File: config.mk
export PLATFORM = sky130hd
export DESIGN_NAME = pc_uart
export DESIGN_NICKNAME = d
export VERILOG_FILES = /design/src/rtl/pc_uart_pkg.sv /design/src/rtl/pc_uart_baud.sv /design/src/rtl/pc_uart_tx.sv /design/src/rtl/pc_uart_rx.sv /design/src/rtl/pc_uart.sv
export SDC_FILE = /design/constraint.sdc
export NUM_CORES = 1
export LEC_CHECK = 0
export ABC_AREA = 1
export BUFFER_PORTS_ARGS = -buffer_cell sky130_fd_sc_hd__buf_2
export CORE_ASPECT_RATIO = 0.5
export CORE_UTILIZATION = 60
export DETAILED_ROUTE_END_ITERATION = 12
export GPL_TIMING_DRIVEN = 0
export HOLD_SLACK_MARGIN = 0.06
export PLACE_DENSITY = 0.85
export SLEW_MARGIN = 20
export SYNTH_ARGS = -nofsm -noshare
export SYNTH_HDL_FRONTEND = slang
export SYNTH_HIERARCHICAL = 1
export SYNTH_SLANG_ARGS = --single-unit
File: constraint.sdc
create_clock -name clk -period 2.85 [get_ports clk]
set_input_delay 0.4275 -clock clk [delete_from_list [all_inputs] [get_ports clk]]
set_output_delay 0.4275 -clock clk [all_outputs]
set_load 0.02 [all_outputs]
File: src/rtl/pc_uart_pkg.sv
package pc_uart_pkg;
  localparam int DIV_W = 16;

  typedef enum logic [2:0] {TX_IDLE, TX_START, TX_DATA, TX_PAR, TX_STOP} tx_state_t;
  typedef enum logic [2:0] {RX_IDLE, RX_START, RX_DATA, RX_PAR, RX_STOP, RX_WAIT} rx_state_t;

  typedef struct packed {
    logic       dlab;
    logic       brk;
    logic       stick;
    logic       even;
    logic       pen;
    logic       stop_long;
    logic [1:0] wlen;
  } line_cfg_t;

  localparam logic [3:0] IIR_NONE = 4'h1;
  localparam logic [3:0] IIR_LS   = 4'h6;
  localparam logic [3:0] IIR_RX   = 4'h4;
  localparam logic [3:0] IIR_TX   = 4'h2;
  localparam logic [3:0] IIR_MS   = 4'h0;

  function automatic logic [3:0] data_bits(input logic [1:0] w);
    return 4'd5 + {2'b00, w};
  endfunction

  function automatic logic [7:0] data_mask(input logic [1:0] w);
    return 8'hFF >> (3'd3 - {1'b0, w});
  endfunction
endpackage

File: src/rtl/pc_uart_baud.sv
module pc_uart_baud
  import pc_uart_pkg::*;
(
  input  logic             clk,
  input  logic             rst,
  input  logic [DIV_W-1:0] div,
  output logic             tick
);
  logic [DIV_W-1:0] cnt;

  always_ff @(posedge clk) begin
    if (rst) begin
      cnt  <= '0;
      tick <= 1'b0;
    end else if (cnt == '0) begin
      tick <= 1'b1;
      cnt  <= div - 1'b1;
    end else begin
      tick <= 1'b0;
      cnt  <= cnt - 1'b1;
    end
  end
endmodule

File: src/rtl/pc_uart_tx.sv
module pc_uart_tx
  import pc_uart_pkg::*;
(
  input  logic      clk,
  input  logic      rst,
  input  logic      tick,
  input  logic      load,
  input  logic [7:0] din,
  input  line_cfg_t cfg,
  output logic      so,
  output logic      busy
);
  tx_state_t  st;
  logic [7:0] sh;
  logic [4:0] cnt;
  logic [3:0] bitn;
  logic       par;
  logic [4:0] last;
  logic [3:0] nbits;
  logic [7:0] masked;

  assign nbits  = data_bits(cfg.wlen);
  assign masked = din & data_mask(cfg.wlen);
  assign busy   = (st != TX_IDLE);

  always_comb begin
    last = 5'd15;
    if (st == TX_STOP && cfg.stop_long)
      last = (cfg.wlen == 2'd0) ? 5'd23 : 5'd31;
  end

  always_ff @(posedge clk) begin
    if (rst) begin
      st <= TX_IDLE; so <= 1'b1; sh <= '0; cnt <= '0; bitn <= '0; par <= 1'b0;
    end else if (st == TX_IDLE) begin
      if (load) begin
        st   <= TX_START;
        so   <= 1'b0;
        sh   <= masked;
        cnt  <= '0;
        par  <= cfg.even ? ^masked : ~^masked;
      end
    end else if (tick) begin
      if (cnt == last) begin
        cnt <= '0;
        case (st)
          TX_START: begin
            st <= TX_DATA; so <= sh[0]; sh <= sh >> 1; bitn <= 4'd1;
          end
          TX_DATA: begin
            if (bitn == nbits) begin
              st <= cfg.pen ? TX_PAR : TX_STOP;
              so <= cfg.pen ? par : 1'b1;
            end else begin
              so <= sh[0]; sh <= sh >> 1; bitn <= bitn + 4'd1;
            end
          end
          TX_PAR:  begin st <= TX_STOP; so <= 1'b1; end
          default: begin st <= TX_IDLE; so <= 1'b1; end
        endcase
      end else begin
        cnt <= cnt + 5'd1;
      end
    end
  end
endmodule

File: src/rtl/pc_uart_rx.sv
module pc_uart_rx
  import pc_uart_pkg::*;
(
  input  logic       clk,
  input  logic       rst,
  input  logic       tick,
  input  logic       rxd,
  input  line_cfg_t  cfg,
  output logic       done,
  output logic [7:0] dout,
  output logic       pe,
  output logic       fe,
  output logic       brk
);
  rx_state_t  st;
  logic [3:0] cnt;
  logic [3:0] bitn;
  logic [7:0] sh;
  logic       pbit;
  logic [7:0] aligned;
  logic       exp_par;

  assign aligned = sh >> (3'd3 - {1'b0, cfg.wlen});
  assign exp_par = cfg.even ? ^aligned : ~^aligned;

  always_ff @(posedge clk) begin
    if (rst) begin
      st <= RX_IDLE; cnt <= '0; bitn <= '0; sh <= '0; pbit <= 1'b0;
      done <= 1'b0; dout <= '0; pe <= 1'b0; fe <= 1'b0; brk <= 1'b0;
    end else begin
      done <= 1'b0;
      case (st)
        RX_IDLE: if (!rxd) begin st <= RX_START; cnt <= '0; end
        RX_WAIT: if (rxd) st <= RX_IDLE;
        RX_START: if (tick) begin
          if (cnt == 4'd7) begin
            cnt <= '0; bitn <= '0; sh <= '0;
            st  <= rxd ? RX_IDLE : RX_DATA;
          end else cnt <= cnt + 4'd1;
        end
        default: if (tick) begin
          if (cnt == 4'd15) begin
            cnt <= '0;
            if (st == RX_DATA) begin
              sh   <= {rxd, sh[7:1]};
              bitn <= bitn + 4'd1;
              if (bitn == data_bits(cfg.wlen) - 4'd1)
                st <= cfg.pen ? RX_PAR : RX_STOP;
            end else if (st == RX_PAR) begin
              pbit <= rxd;
              st   <= RX_STOP;
            end else begin
              done <= 1'b1;
              dout <= aligned;
              pe   <= cfg.pen && (pbit != exp_par);
              fe   <= !rxd;
              brk  <= !rxd && (aligned == 8'h00) && !(cfg.pen && pbit);
              st   <= rxd ? RX_IDLE : RX_WAIT;
            end
          end else cnt <= cnt + 4'd1;
        end
      endcase
    end
  end
endmodule

File: src/rtl/pc_uart.sv
module pc_uart
  import pc_uart_pkg::*;
#(
  parameter int SYNC_STAGES = 2
) (
  input  logic       clk,
  input  logic       rst,
  input  logic [2:0] addr,
  input  logic [7:0] wdata,
  input  logic       wr_en,
  input  logic       rd_en,
  output logic [7:0] rdata,
  output logic       ser_out,
  input  logic       ser_in,
  input  logic       cts_n,
  input  logic       dsr_n,
  input  logic       ri_n,
  input  logic       dcd_n,
  output logic       rts_n,
  output logic       dtr_n,
  output logic       irq
);
  localparam int LAST = SYNC_STAGES - 1;

  line_cfg_t        lcr;
  logic [DIV_W-1:0] divisor;
  logic [7:0]       thr, rbr;
  logic             thr_full, thre_pend;
  logic [3:0]       ier;
  logic [1:0]       mcr;
  logic             lsr_dr, lsr_oe, lsr_pe, lsr_fe, lsr_bi;
  logic [3:0]       delta, m_prev, mst, dset;
  logic [3:0]       iir_code;
  logic [7:0]       rd_mux;
  logic             tick, tx_so, tx_busy, tx_load, brk_on;
  logic             rx_done, rx_pe, rx_fe, rx_bi;
  logic [7:0]       rx_data;
  logic [LAST:0]    rx_sync;
  logic [3:0]       m_sync [SYNC_STAGES];
  logic             int_ls, int_rx, int_tx, int_ms, msr_rd;

  // input synchronizers
  always_ff @(posedge clk) begin
    if (rst) rx_sync <= '1;
    else     rx_sync <= {rx_sync[LAST-1:0], ser_in};
  end

  for (genvar g = 0; g < SYNC_STAGES; g++) begin : g_msync
    always_ff @(posedge clk) begin
      if (rst)         m_sync[g] <= 4'hF;
      else if (g == 0) m_sync[g] <= {dcd_n, ri_n, dsr_n, cts_n};
      else             m_sync[g] <= m_sync[(g == 0) ? 0 : g - 1];
    end
  end

  assign mst  = ~m_sync[LAST];  // {dcd, ri, dsr, cts}
  assign dset = {mst[3] ^ m_prev[3], m_prev[2] & ~mst[2],
                 mst[1] ^ m_prev[1], mst[0] ^ m_prev[0]};

  pc_uart_baud u_baud (.clk(clk), .rst(rst), .div(divisor), .tick(tick));

  assign tx_load = thr_full && !tx_busy;
  assign brk_on  = lcr.brk;

  pc_uart_tx u_tx (.clk(clk), .rst(rst), .tick(tick), .load(tx_load), .din(thr),
                   .cfg(lcr), .so(tx_so), .busy(tx_busy));

  pc_uart_rx u_rx (.clk(clk), .rst(rst), .tick(tick), .rxd(rx_sync[LAST]), .cfg(lcr),
                   .done(rx_done), .dout(rx_data), .pe(rx_pe), .fe(rx_fe), .brk(rx_bi));

  // interrupt identification, fixed priority
  assign int_ls = ier[2] && (lsr_oe || lsr_pe || lsr_fe || lsr_bi);
  assign int_rx = ier[0] && lsr_dr;
  assign int_tx = ier[1] && thre_pend;
  assign int_ms = ier[3] && (delta != 4'h0);

  always_comb begin
    if      (int_ls) iir_code = IIR_LS;
    else if (int_rx) iir_code = IIR_RX;
    else if (int_tx) iir_code = IIR_TX;
    else if (int_ms) iir_code = IIR_MS;
    else             iir_code = IIR_NONE;
  end

  always_comb begin
    case (addr)
      3'd0:    rd_mux = lcr.dlab ? divisor[7:0] : rbr;
      3'd1:    rd_mux = lcr.dlab ? divisor[15:8] : {4'h0, ier};
      3'd2:    rd_mux = {4'h0, iir_code};
      3'd3:    rd_mux = lcr;
      3'd4:    rd_mux = {6'h0, mcr};
      3'd5:    rd_mux = {1'b0, !thr_full && !tx_busy, !thr_full,
                         lsr_bi, lsr_fe, lsr_pe, lsr_oe, lsr_dr};
      3'd6:    rd_mux = {mst, delta};
      default: rd_mux = 8'h00;
    endcase
  end

  assign msr_rd = rd_en && (addr == 3'd6);
  assign rts_n  = ~mcr[1];
  assign dtr_n  = ~mcr[0];

  always_ff @(posedge clk) begin
    if (rst) begin
      lcr <= '0; divisor <= 16'd1; thr <= '0; rbr <= '0;
      thr_full <= 1'b0; thre_pend <= 1'b0; ier <= '0; mcr <= '0;
      {lsr_dr, lsr_oe, lsr_pe, lsr_fe, lsr_bi} <= '0;
      delta <= '0; m_prev <= '0; rdata <= '0; irq <= 1'b0; ser_out <= 1'b1;
    end else begin
      ser_out <= tx_so & ~lcr.brk;
      irq     <= int_ls || int_rx || int_tx || int_ms;
      m_prev  <= mst;
      delta   <= (msr_rd ? 4'h0 : delta) | dset;
      if (tx_load) begin
        thr_full  <= 1'b0;
        thre_pend <= 1'b1;
      end
      if (rd_en) begin
        rdata <= rd_mux;
        case (addr)
          3'd0: if (!lcr.dlab) lsr_dr <= 1'b0;
          3'd2: if (iir_code == IIR_TX) thre_pend <= 1'b0;
          3'd5: {lsr_oe, lsr_pe, lsr_fe, lsr_bi} <= '0;
          default: ;
        endcase
      end
      if (wr_en) begin
        case (addr)
          3'd0: if (lcr.dlab) divisor[7:0] <= wdata;
                else begin thr <= wdata; thr_full <= 1'b1; thre_pend <= 1'b0; end
          3'd1: if (lcr.dlab) divisor[15:8] <= wdata;
                else begin
                  ier <= wdata[3:0];
                  if (wdata[1] && !thr_full) thre_pend <= 1'b1;
                end
          3'd3: lcr <= wdata;
          3'd4: mcr <= wdata[1:0];
          default: ;
        endcase
      end
      if (rx_done) begin
        rbr    <= rx_data;
        lsr_dr <= 1'b1;
        if (lsr_dr) lsr_oe <= 1'b1;
        if (rx_pe)  lsr_pe <= 1'b1;
        if (rx_fe)  lsr_fe <= 1'b1;
        if (rx_bi)  lsr_bi <= 1'b1;
      end
    end
  end
endmodule

==> results.py, run 1 <==
metrics = {
    "critical_path": {
        "required_ns": 3.14,
        "critical_path_class": "flop to flop",
        "critPathCapture": "u_rx/pe",
        "critical_path.reg2reg.startpoint": "lcr[0]",
        "critPathLaunchType": "flop",
        "reg2regPathDepth": 10,
        "r2r_slack_ns": 0.43,
        "critPathMaxFanout": 10,
        "startpoint": "lcr[0]",
        "end_kind": "flop",
        "reg2reg_to": "u_rx/pe",
        "crit_arrival_ns": 2.71,
    },
    "floorplanning": {
        "coreArea_mm2": 0.01292,
        "rows": 29,
        "start_util": 0.6262,
        "die_y_um": 84.11,
        "io_pins": 32,
        "dieWidth_um": 166.2,
        "die_area_mm2": 0.01398,
    },
    "place": {
        "portBuffers": 29,
        "dpl.hpwl_mm": 14.54,
        "place_congestion": 0.8982,
        "dpl.cell_count": 1393,
    },
    "sta": {
        "min_period_over_period": 0.8483,
        "rsz0062_at_grt": "false",
        "max_slew_margin": 0.6391,
        "fin_tns_setup_ns": 0,
        "setup_viol_count_final": 0,
        "finClkSkew_ns": 0.01006,
        "worst_pin_slew_ns": 0.5414,
        "hold_viol": 0,
        "max_freq_ghz": 0.4136,
        "drv_slew": 0,
        "min_period_ns": 2.418,
    },
    "synthesis": {
        "synth-edff-count": 0,
        "synth_area_leaders": "dfxtp_1 (38%), nand2_1 (14%), nor2_1 (6.7%)",
        "synth-seq-cells": 152,
        "synth_top_area_frac": 0.3762,
        "syn_avg_cell_area_um2": 6.775,
        "synth-main-ff-cell": "dfxtp_1",
        "synthesis.area_mm2": 0.008089,
        "ys_types": 47,
        "syn_inst": 1194,
        "async_flop_share": 0,
        "yosys_warnings": 6,
        "synthesis.nets": 1226,
        "seq_area_frac_synth": 0.3762,
        "yosys.area.top_type": "dfxtp_1",
    },
    "global_routing": {
        "grt_max_degree": 17,
        "grt_overflow": 0,
        "antenna_found_initial": 0,
        "grt_pass1_wl_mm": 33.38,
        "grtUsageTotal": 0.2948,
        "grt_pass1_vias": 7205,
    },
    "pwr": {
        "combPwrFrac": 0.310,
        "pwr-share-clk": 0.340,
        "p_leak_nw": 3.896,
        "switching_share": 0.3564,
        "peakVddDrop_mv": 0.4673,
        "p_sw_w": 0.002434,
        "p_int_w": 0.004397,
        "seqPwrFrac": 0.350,
        "power_w": 0.006831,
        "powerDensity_mw_per_mm2": 754.8,
    },
    "layout": {
        "diodes": 0,
        "finalNonFillerCells": 1425,
        "synthToLayoutAreaGrowth_pct": 11.88,
        "fin_util": 0.7006,
        "n_fill_cell": 1075,
        "drive_gt1_frac": 0.1347,
        "final_cell_mix": "nand2_1 (298), dfxtp_1 (152), nor2_1 (144)",
        "nNetsFinal": 1274,
        "final_common_cell": "nand2_1",
    },
    "run_status": {
        "outcome": "completed",
    },
    "detailed_routing": {
        "wl_per_cell_um": 14.18,
        "drc": 0,
        "finalWirelength_mm": 20.21,
        "dr.pass1.iters": 5,
        "viasPerCell": 5.503,
        "vias": 7842,
        "drtIter0Drc": 640,
        "antenna_left": 0,
    },
    "job": {
        "maxCapViolations": 0,
    },
    "clock_tree": {
        "clk_pin_slew_ns": 0.06,
        "clock-sinks": 152,
        "cts_buffers": 17,
        "clockBufferDepth": 2,
        "h-tree-depth": 4,
        "cts_resized": 0,
        "cts_tree": "yes",
        "postCtsSetupRepairBufs": 0,
        "clk_latency_ns": 0.43,
        "cts_hold_buffers": 0,
        "root_buffer": "clkbuf_16",
    },
    "worst_hold_path": {
        "hold_path_startpoint": "ri_n",
        "min_path_type": "input port to flop",
    },
}
[worst min-delay path by stage]
| stage | slack [ns] | depth (start not counted) | to |
|---|---|---|---|
| final | 0.18 | 2 | m_sync[0][2] |
| after global routing | 0.18 | 2 | m_sync[0][0] |
| after CTS | 0.18 | 2 | m_sync[0][2] |
| after detailed placement | 0.40 | 1 | rx_sync[1] |
| after global placement | 0.39 | 1 | rx_sync[1] |
| after floorplan | 0.39 | 1 | m_sync[1][0] |
[logic make-up after synthesis]
| group | synth area share |
|---|---|
| compound gates | 0.1343 |
| xor+xnor | 0.01191 |
| fa+ha+maj | 0.01856 |
| buf+inv | 0.1026 |
| flops | 0.3762 |
| simple gates | 0.3565 |
[synthesized netlist by cell type, types with 13 or more instances]
| master | count |
|---|---|
| nand2_1 | 298 |
| dfxtp_1 | 152 |
| nor2_1 | 144 |
| inv_1 | 133 |
| o21ai_0 | 92 |
| a21oi_1 | 86 |
| nand3_1 | 72 |
| nand4_1 | 30 |
| nand2_2 | 20 |
| clkbuf_1 | 14 |
| inv_2 | 14 |
| nor2_2 | 13 |
[critical path: stages, from the launching register on]
cell and delay, ns:
dfxtp_1 0.58, clkbuf_1 0.33, o21ai_0 0.17, o21ai_0 0.30, ha_1 0.32, xnor2_1 0.24
nand2_1 0.09, nand2_1 0.07, nand2_1 0.05, nand3_1 0.07, a21oi_1 0.06
[through the flow]
stage | hold WS, ns | worst slack [ns] | area (um^2)
6_report | 0.1840 | 0.4324 | 9050
5_1_grt | 0.1795 | 0.2849 | 9050
4_1_cts | 0.1764 | 0.4925 | 9050
3_5_place_dp | 0.3965 | 0.5039 | 8447
3_3_place_gp | 0.3921 | 0.5343 | 8447
2_1_floorplan | 0.3895 | 0.8500 | 8089
[layer usage]
layer,global-route usage,up-vias,part of all wire
met2,0.4975,260,0.46
met1,0.3770,3601,0.45
met3,0.05642,51,0.069
met5,0,-,0
met4,0.1121,0,0.024
li1,-,3930,-
[final cells by class]
type                       instances  area, um^2  share of cell area
buffer                            39       270.3             0.02986
clock buffer                      19       432.9             0.04784
clock inverter                    13       170.2             0.01880
inverter                         149       559.3             0.06180
multi-input combinational        854        4217              0.4659
sequential                       152        3043              0.3362
tap                              170       212.7             0.02350
timing repair buffer              29       145.1             0.01604
[power groups by stage]
stage / sequential (W) / clock, W / combinational, W
after global routing: 0.00241 / 0.00243 / 0.00236
final: 0.00239 / 0.00232 / 0.00212
after global placement: 0.00242 / 0 / 0.00202
after CTS: 0.00239 / 0.00233 / 0.00210
after detailed placement: 0.00243 / 0 / 0.00207
after floorplan: 0.00240 / 0 / 0.00170
[state kept, by name, indices dropped and copies added (netlist names), 3 cells and up]
signal and cells:
u_rx/sh 8, thr 8, u_tx/bitn 4, u_rx/bitn 4, rdata 8, ier 4, m_sync 8, divisor 16
lcr 7, rbr 8, u_tx/cnt 5, u_tx/sh 8, u_rx/cnt 4, delta 4, u_rx/dout 8, u_tx/st 3
u_baud/cnt 16, u_rx/st 3, m_prev 4
Power figures use the tool's default switching activity.
==> run 2, diff against run 1 <==
==> constraint.sdc (replaced) <==
create_clock -name clk -period 2.3 [get_ports clk]
set_input_delay 0.345 -clock clk [delete_from_list [all_inputs] [get_ports clk]]
set_output_delay 0.345 -clock clk [all_outputs]
set_load 0.02 [all_outputs]
==> run 2 against run 1 <==
Fmax up 12%. Clock power grew 24%. Clock-buffer cell count stayed put. Flip-flop and latch count unchanged. Clock skew hardly changed. Critical path type unchanged. Largest cell class unchanged.
==> results.py, run 2 (same netlist as run 1, synthesis figures left out) <==
metrics = {
    "run_status": {
        "outcome": "completed",
    },
    "layout": {
        "final_cell_mix": "nand2_1 (298), dfxtp_1 (150), nor2_1 (144)",
        "largestRegisters": "divisor: 16 flops, u_baud/cnt: 16 flops",
        "n_fill_cell": 1074,
        "drive_gt1_frac": 0.1364,
        "nNetsFinal": 1273,
        "finalNonFillerCells": 1424,
        "synthToLayoutAreaGrowth_pct": 11.86,
        "diodes": 0,
        "final_common_cell": "nand2_1",
    },
    "global_routing": {
        "grtUsageTotal": 0.2948,
        "grt_pass1_wl_mm": 33.38,
        "antenna_found_initial": 0,
        "grt_overflow": 0,
        "grt_max_degree": 17,
        "grt_pass1_vias": 7205,
    },
    "worst_hold_path": {
        "hold_end": "m_sync[0][2]",
        "hold_path_depth": 2,
        "min_path_type": "input port to flop",
        "hold_path_startpoint": "ri_n",
    },
    "detailed_routing": {
        "vias": 7827,
        "drc": 0,
        "dr.pass1.iters": 6,
        "antenna_left": 0,
        "finalWirelength_mm": 20.16,
        "viasPerCell": 5.496,
        "drtIter0Drc": 653,
        "wl_per_cell_um": 14.16,
    },
    "sta": {
        "max_slew_margin": 0.6458,
        "drv_slew": 0,
        "worst_slack_ns": 0.1486,
        "fin_tns_setup_ns": 0,
        "finClkSkew_ns": 0.01044,
        "min_period_ns": 2.151,
        "rsz0062_at_grt": "false",
        "fin_hold_ws_ns": 0.1033,
        "worst_pin_slew_ns": 0.5313,
        "max_freq_ghz": 0.4648,
        "setup_viol_count_final": 0,
        "min_period_over_period": 0.9354,
        "hold_viol": 0,
    },
    "floorplanning": {
        "dieWidth_um": 166.2,
        "rows": 29,
        "die_area_mm2": 0.01398,
        "coreArea_mm2": 0.01292,
        "start_util": 0.6262,
        "die_y_um": 84.11,
        "io_pins": 32,
    },
    "clock_tree": {
        "postCtsSetupRepairBufs": 0,
        "clockBufferDepth": 2,
        "clk_pin_slew_ns": 0.06,
        "cts_buffers": 17,
        "clk_latency_ns": 0.43,
        "clock-sinks": 152,
        "cts_tree": "yes",
        "root_buffer": "clkbuf_16",
        "h-tree-depth": 4,
        "cts_hold_buffers": 0,
    },
    "critical_path": {
        "required_ns": 2.59,
        "critPathLaunchType": "flop",
        "critPathMaxFanout": 10,
        "end_kind": "flop",
        "startpoint": "lcr[0]",
        "reg2reg_to": "u_rx/pe",
        "critical_path_class": "flop to flop",
        "crit_arrival_ns": 2.44,
        "reg2regPathDepth": 10,
        "r2r_slack_ns": 0.15,
        "critical_path.reg2reg.startpoint": "lcr[0]",
    },
    "pwr": {
        "pwr-share-clk": 0.340,
        "peakVddDrop_mv": 0.5778,
        "combPwrFrac": 0.311,
        "powerDensity_mw_per_mm2": 935.8,
        "p_leak_nw": 3.896,
        "p_int_w": 0.005448,
        "p_sw_w": 0.003020,
        "seqPwrFrac": 0.350,
        "switching_share": 0.3566,
    },
    "place": {
        "portBuffers": 29,
        "place_congestion": 0.8982,
        "dpl.hpwl_mm": 14.54,
        "place_ws_ns": -0.04610,
        "dpl.cell_count": 1393,
    },
    "job": {
        "maxCapViolations": 0,
    },
}
run 2: changes by cell type in the layout (fill, tap and decap cells not counted), sizes merged:
cell / before / now
clkbuf: 35 / 34
run 2: worst max path at each step:
| stage | end | cells after the start |
|---|---|---|
| 2_1_floorplan | u_rx/pe | 10 |
| 3_3_place_gp | u_rx/pe | 10 |
| 3_5_place_dp | u_rx/pe | 10 |
| 4_1_cts | u_rx/pe | 10 |
| 5_1_grt | u_rx/pe | 10 |
| 6_report | u_rx/pe | 10 |
run 2: what timing repair did:
| item | in CTS | in global routing |
|---|---|---|
| pin swaps | 0 | 0 |
| setup endpoints to repair | 1 | 1 |
| gates resized for setup | 1 | 3 |
run 2: layer usage:
layer / vias to the layer above / share of wire / GRT usage
li1: 3938 / - / -
met1: 3564 / 0.46 / 0.3770
met2: 273 / 0.46 / 0.4975
met3: 52 / 0.063 / 0.05642
met4: 0 / 0.024 / 0.1121
met5: - / 0 / 0
run 2: final cells by class:
class	instances	area, um^2	share of cell area
timing repair buffer	29	145.1	0.01604
clock inverter	13	170.2	0.01881
tap	170	212.7	0.02351
sequential	152	3045	0.3366
multi-input combinational	854	4217	0.4660
inverter	149	559.3	0.06181
clock buffer	19	432.9	0.04784
buffer	38	266.5	0.02945
run 2: power groups by stage:
stage | Sequential [W] | Combinational [W] | Clock, W
floorplan | 0.00297 | 0.00211 | 0
global placement | 0.00300 | 0.00251 | 0
detailed placement | 0.00301 | 0.00257 | 0
CTS | 0.00296 | 0.00260 | 0.00289
global route | 0.00298 | 0.00292 | 0.00300
finish | 0.00296 | 0.00263 | 0.00288
run 2: worst max-delay path, stage by stage, from the launching register on:
cell,delay [ns]
dfxtp_2,0.46
clkbuf_2,0.24
o21ai_0,0.13
o21ai_0,0.30
ha_1,0.32
xnor2_1,0.23
nand2_1,0.09
nand2_1,0.07
nand2_1,0.05
nand3_1,0.07
a21oi_1,0.06
run 2: through the flow:
step | power [W] | cell area, um^2 | util
floorplan | 0.005084 | 8089 | -
global placement | 0.005509 | 8447 | 0.6539
detailed placement | 0.005579 | 8447 | 0.6539
CTS | 0.008444 | 9051 | 0.7007
global route | 0.008911 | 9049 | 0.7005
finish | 0.008468 | 9049 | 0.7005
==> run 3, diff against run 2 <==
--- a/config.mk
+++ b/config.mk
@@ -7,7 +7,7 @@
 export LEC_CHECK = 0
 export ABC_AREA = 1
 export BUFFER_PORTS_ARGS = -buffer_cell sky130_fd_sc_hd__buf_2
-export CORE_ASPECT_RATIO = 0.5
+export CORE_ASPECT_RATIO = 1.1
 export CORE_UTILIZATION = 60
 export DETAILED_ROUTE_END_ITERATION = 12
 export GPL_TIMING_DRIVEN = 0
==> run 3 against run 2 <==
Total power fell by 1.6%. Fmax grew 1.7%. Non-clock buffer count did not move. The flow now finishes with violations (design-rule violations). Cell area down 0.11%. Setup slack gained 0.036 ns. Sequential power is essentially flat. Critical path depth shrank 1. Cell count shrank 0.63%. Die area decreased by 0.20%. Highest routed layer unchanged.
==> results.py, run 3 (same netlist as run 1, synthesis figures left out) <==
metrics = {
    "sta": {
        "worst_pin_slew_ns": 0.5968,
        "rsz0062_at_grt": "false",
        "max_freq_ghz": 0.4728,
        "worst_slack_ns": 0.1848,
        "max_slew_margin": 0.6021,
        "min_period_over_period": 0.9197,
        "finClkSkew_ns": 0.01301,
        "min_period_ns": 2.115,
        "hold_viol": 0,
        "drv_slew": 0,
        "setup_viol_count_final": 0,
    },
    "layout": {
        "n_fill_cell": 1140,
        "synthToLayoutAreaGrowth_pct": 11.74,
        "largestRegisters": "divisor: 16 flops, u_baud/cnt: 16 flops",
        "drive_gt1_frac": 0.1380,
        "final_common_cell": "nand2_1",
        "nNetsFinal": 1273,
        "diodes": 0,
        "finalInstanceArea_mm2": 0.009039,
        "final_cell_mix": "nand2_1 (298), dfxtp_1 (150), nor2_1 (144)",
    },
    "detailed_routing": {
        "finalWirelength_mm": 19.77,
        "drtIter0Drc": 593,
        "antenna_left": 0,
        "viasPerCell": 5.514,
        "wl_per_cell_um": 13.97,
        "vias": 7803,
        "dr.pass1.iters": 10,
        "drc": 1,
    },
    "clock_tree": {
        "clk_pin_slew_ns": 0.07,
        "clk_latency_ns": 0.43,
        "root_buffer": "clkbuf_16",
        "clockBufferDepth": 2,
        "cts_buffers": 17,
        "cts_tree": "yes",
        "h-tree-depth": 4,
        "clock-sinks": 152,
        "cts_hold_buffers": 0,
    },
    "critical_path": {
        "end_kind": "flop",
        "critical-path-top-delay-family": "simple AND/OR/NAND/NOR gates",
        "crit_cells": 9,
        "required_ns": 2.60,
        "critical_path_class": "flop to flop",
        "cp_common_cell": "nand2_1",
        "crit_path_max_incr_delay_ns": 0.51,
        "cpMaxStageDelayCell": "dfxtp_2",
        "path_cells": "inv_1 > or2_2 > ha_1 > xor2_1 > nand2_1 > nand2_1 > nand2_1 > nand3_1 > a21oi_1",
        "reg2regPathDepth": 9,
        "r2r_slack_ns": 0.18,
        "crit_arrival_ns": 2.41,
        "path_buf_inv": 1,
        "critPathLaunchType": "flop",
        "critPathMaxFanout": 13,
    },
    "global_routing": {
        "grt_pass1_vias": 6997,
        "grt_max_degree": 19,
        "antenna_found_initial": 0,
        "grtUsageTotal": 0.2924,
        "grt_overflow": 0,
        "grt_pass1_wl_mm": 32.13,
    },
    "floorplanning": {
        "dieWidth_um": 112.7,
        "die_area_mm2": 0.01395,
        "start_util": 0.6148,
        "rows": 44,
        "die_y_um": 123.8,
        "io_pins": 32,
        "coreArea_mm2": 0.01316,
    },
    "pwr": {
        "powerDensity_mw_per_mm2": 922.1,
        "p_leak_nw": 3.911,
        "switching_share": 0.3767,
        "peakVddDrop_mv": 0.5713,
        "pwr-share-clk": 0.334,
        "seqPwrFrac": 0.356,
        "p_int_w": 0.005195,
        "combPwrFrac": 0.311,
        "p_sw_w": 0.003139,
    },
    "place": {
        "dpl.hpwl_mm": 14.48,
        "place_ws_ns": -0.1496,
        "place_congestion": 0.9353,
        "portBuffers": 29,
        "dpl_cell_area_mm2": 0.008436,
    },
    "run_status": {
        "violations": "design-rule violations",
        "outcome": "finished, violations left",
    },
    "worst_hold_path": {
        "hold_path_depth": 2,
        "min_path_type": "input port to flop",
    },
    "job": {
        "maxCapViolations": 0,
    },
}
[run 3: path summary, 6_finish.rpt]
path	startpoint	endpoint
min reg2reg	m_sync[0][2]	m_sync[1][2]
max	lcr[1]	u_rx/pe
min	dsr_n	m_sync[0][1]
max reg2reg	lcr[1]	u_rx/pe
[run 3: repair_timing]
action	CTS	global route
buffers inserted	0	0
setup endpoints to repair	1	1
gates resized for setup	2	7
[run 3: power by group through the flow]
| stage | clock (W) | sequential [W] | combinational, W |
|---|---|---|---|
| 3_3_place_gp | 0 | 0.00301 | 0.00248 |
| 6_report | 0.00278 | 0.00296 | 0.00259 |
| 5_1_grt | 0.00295 | 0.00298 | 0.00290 |
| 3_5_place_dp | 0 | 0.00302 | 0.00254 |
| 2_1_floorplan | 0 | 0.00297 | 0.00211 |
| 4_1_cts | 0.00283 | 0.00296 | 0.00256 |
[run 3: layout make-up]
| type | instances | area, um^2 | share of cell area |
|---|---|---|---|
| clock inverters | 15 | 173.9 | 0.01924 |
| clock buffers | 17 | 425.4 | 0.04707 |
| repair buffers | 29 | 145.1 | 0.01606 |
| inverters | 149 | 559.3 | 0.06188 |
| well taps | 161 | 201.4 | 0.02229 |
| multi-input cells | 854 | 4217 | 0.4665 |
| plain buffers | 38 | 269.0 | 0.02976 |
| flip-flops and latches | 152 | 3048 | 0.3372 |
[run 3: through the flow]
| step | setup TNS (ns) | std cells | power [W] | util | hold slack, ns |
|---|---|---|---|---|---|
| after floorplan | 0 | 1194 | 0.005084 | - | 0.3895 |
| after global placement | -0.1258 | 1384 | 0.005491 | 0.6411 | 0.3924 |
| after detailed placement | -0.1496 | 1384 | 0.005552 | 0.6411 | 0.3938 |
| after CTS | 0 | 1416 | 0.008350 | 0.6868 | 0.07844 |
| after global routing | 0 | 1415 | 0.008826 | 0.6870 | 0.08370 |
| final | 0 | 1415 | 0.008334 | 0.6870 | 0.09072 |
[run 3: layer usage]
layer	vias to the layer above	wire [um]	GRT usage
met5	-	0	0
met4	0	589	0.1358
met3	48	1126	0.05693
met2	267	9912	0.5301
met1	3563	8138	0.3336
li1	3925	-	-
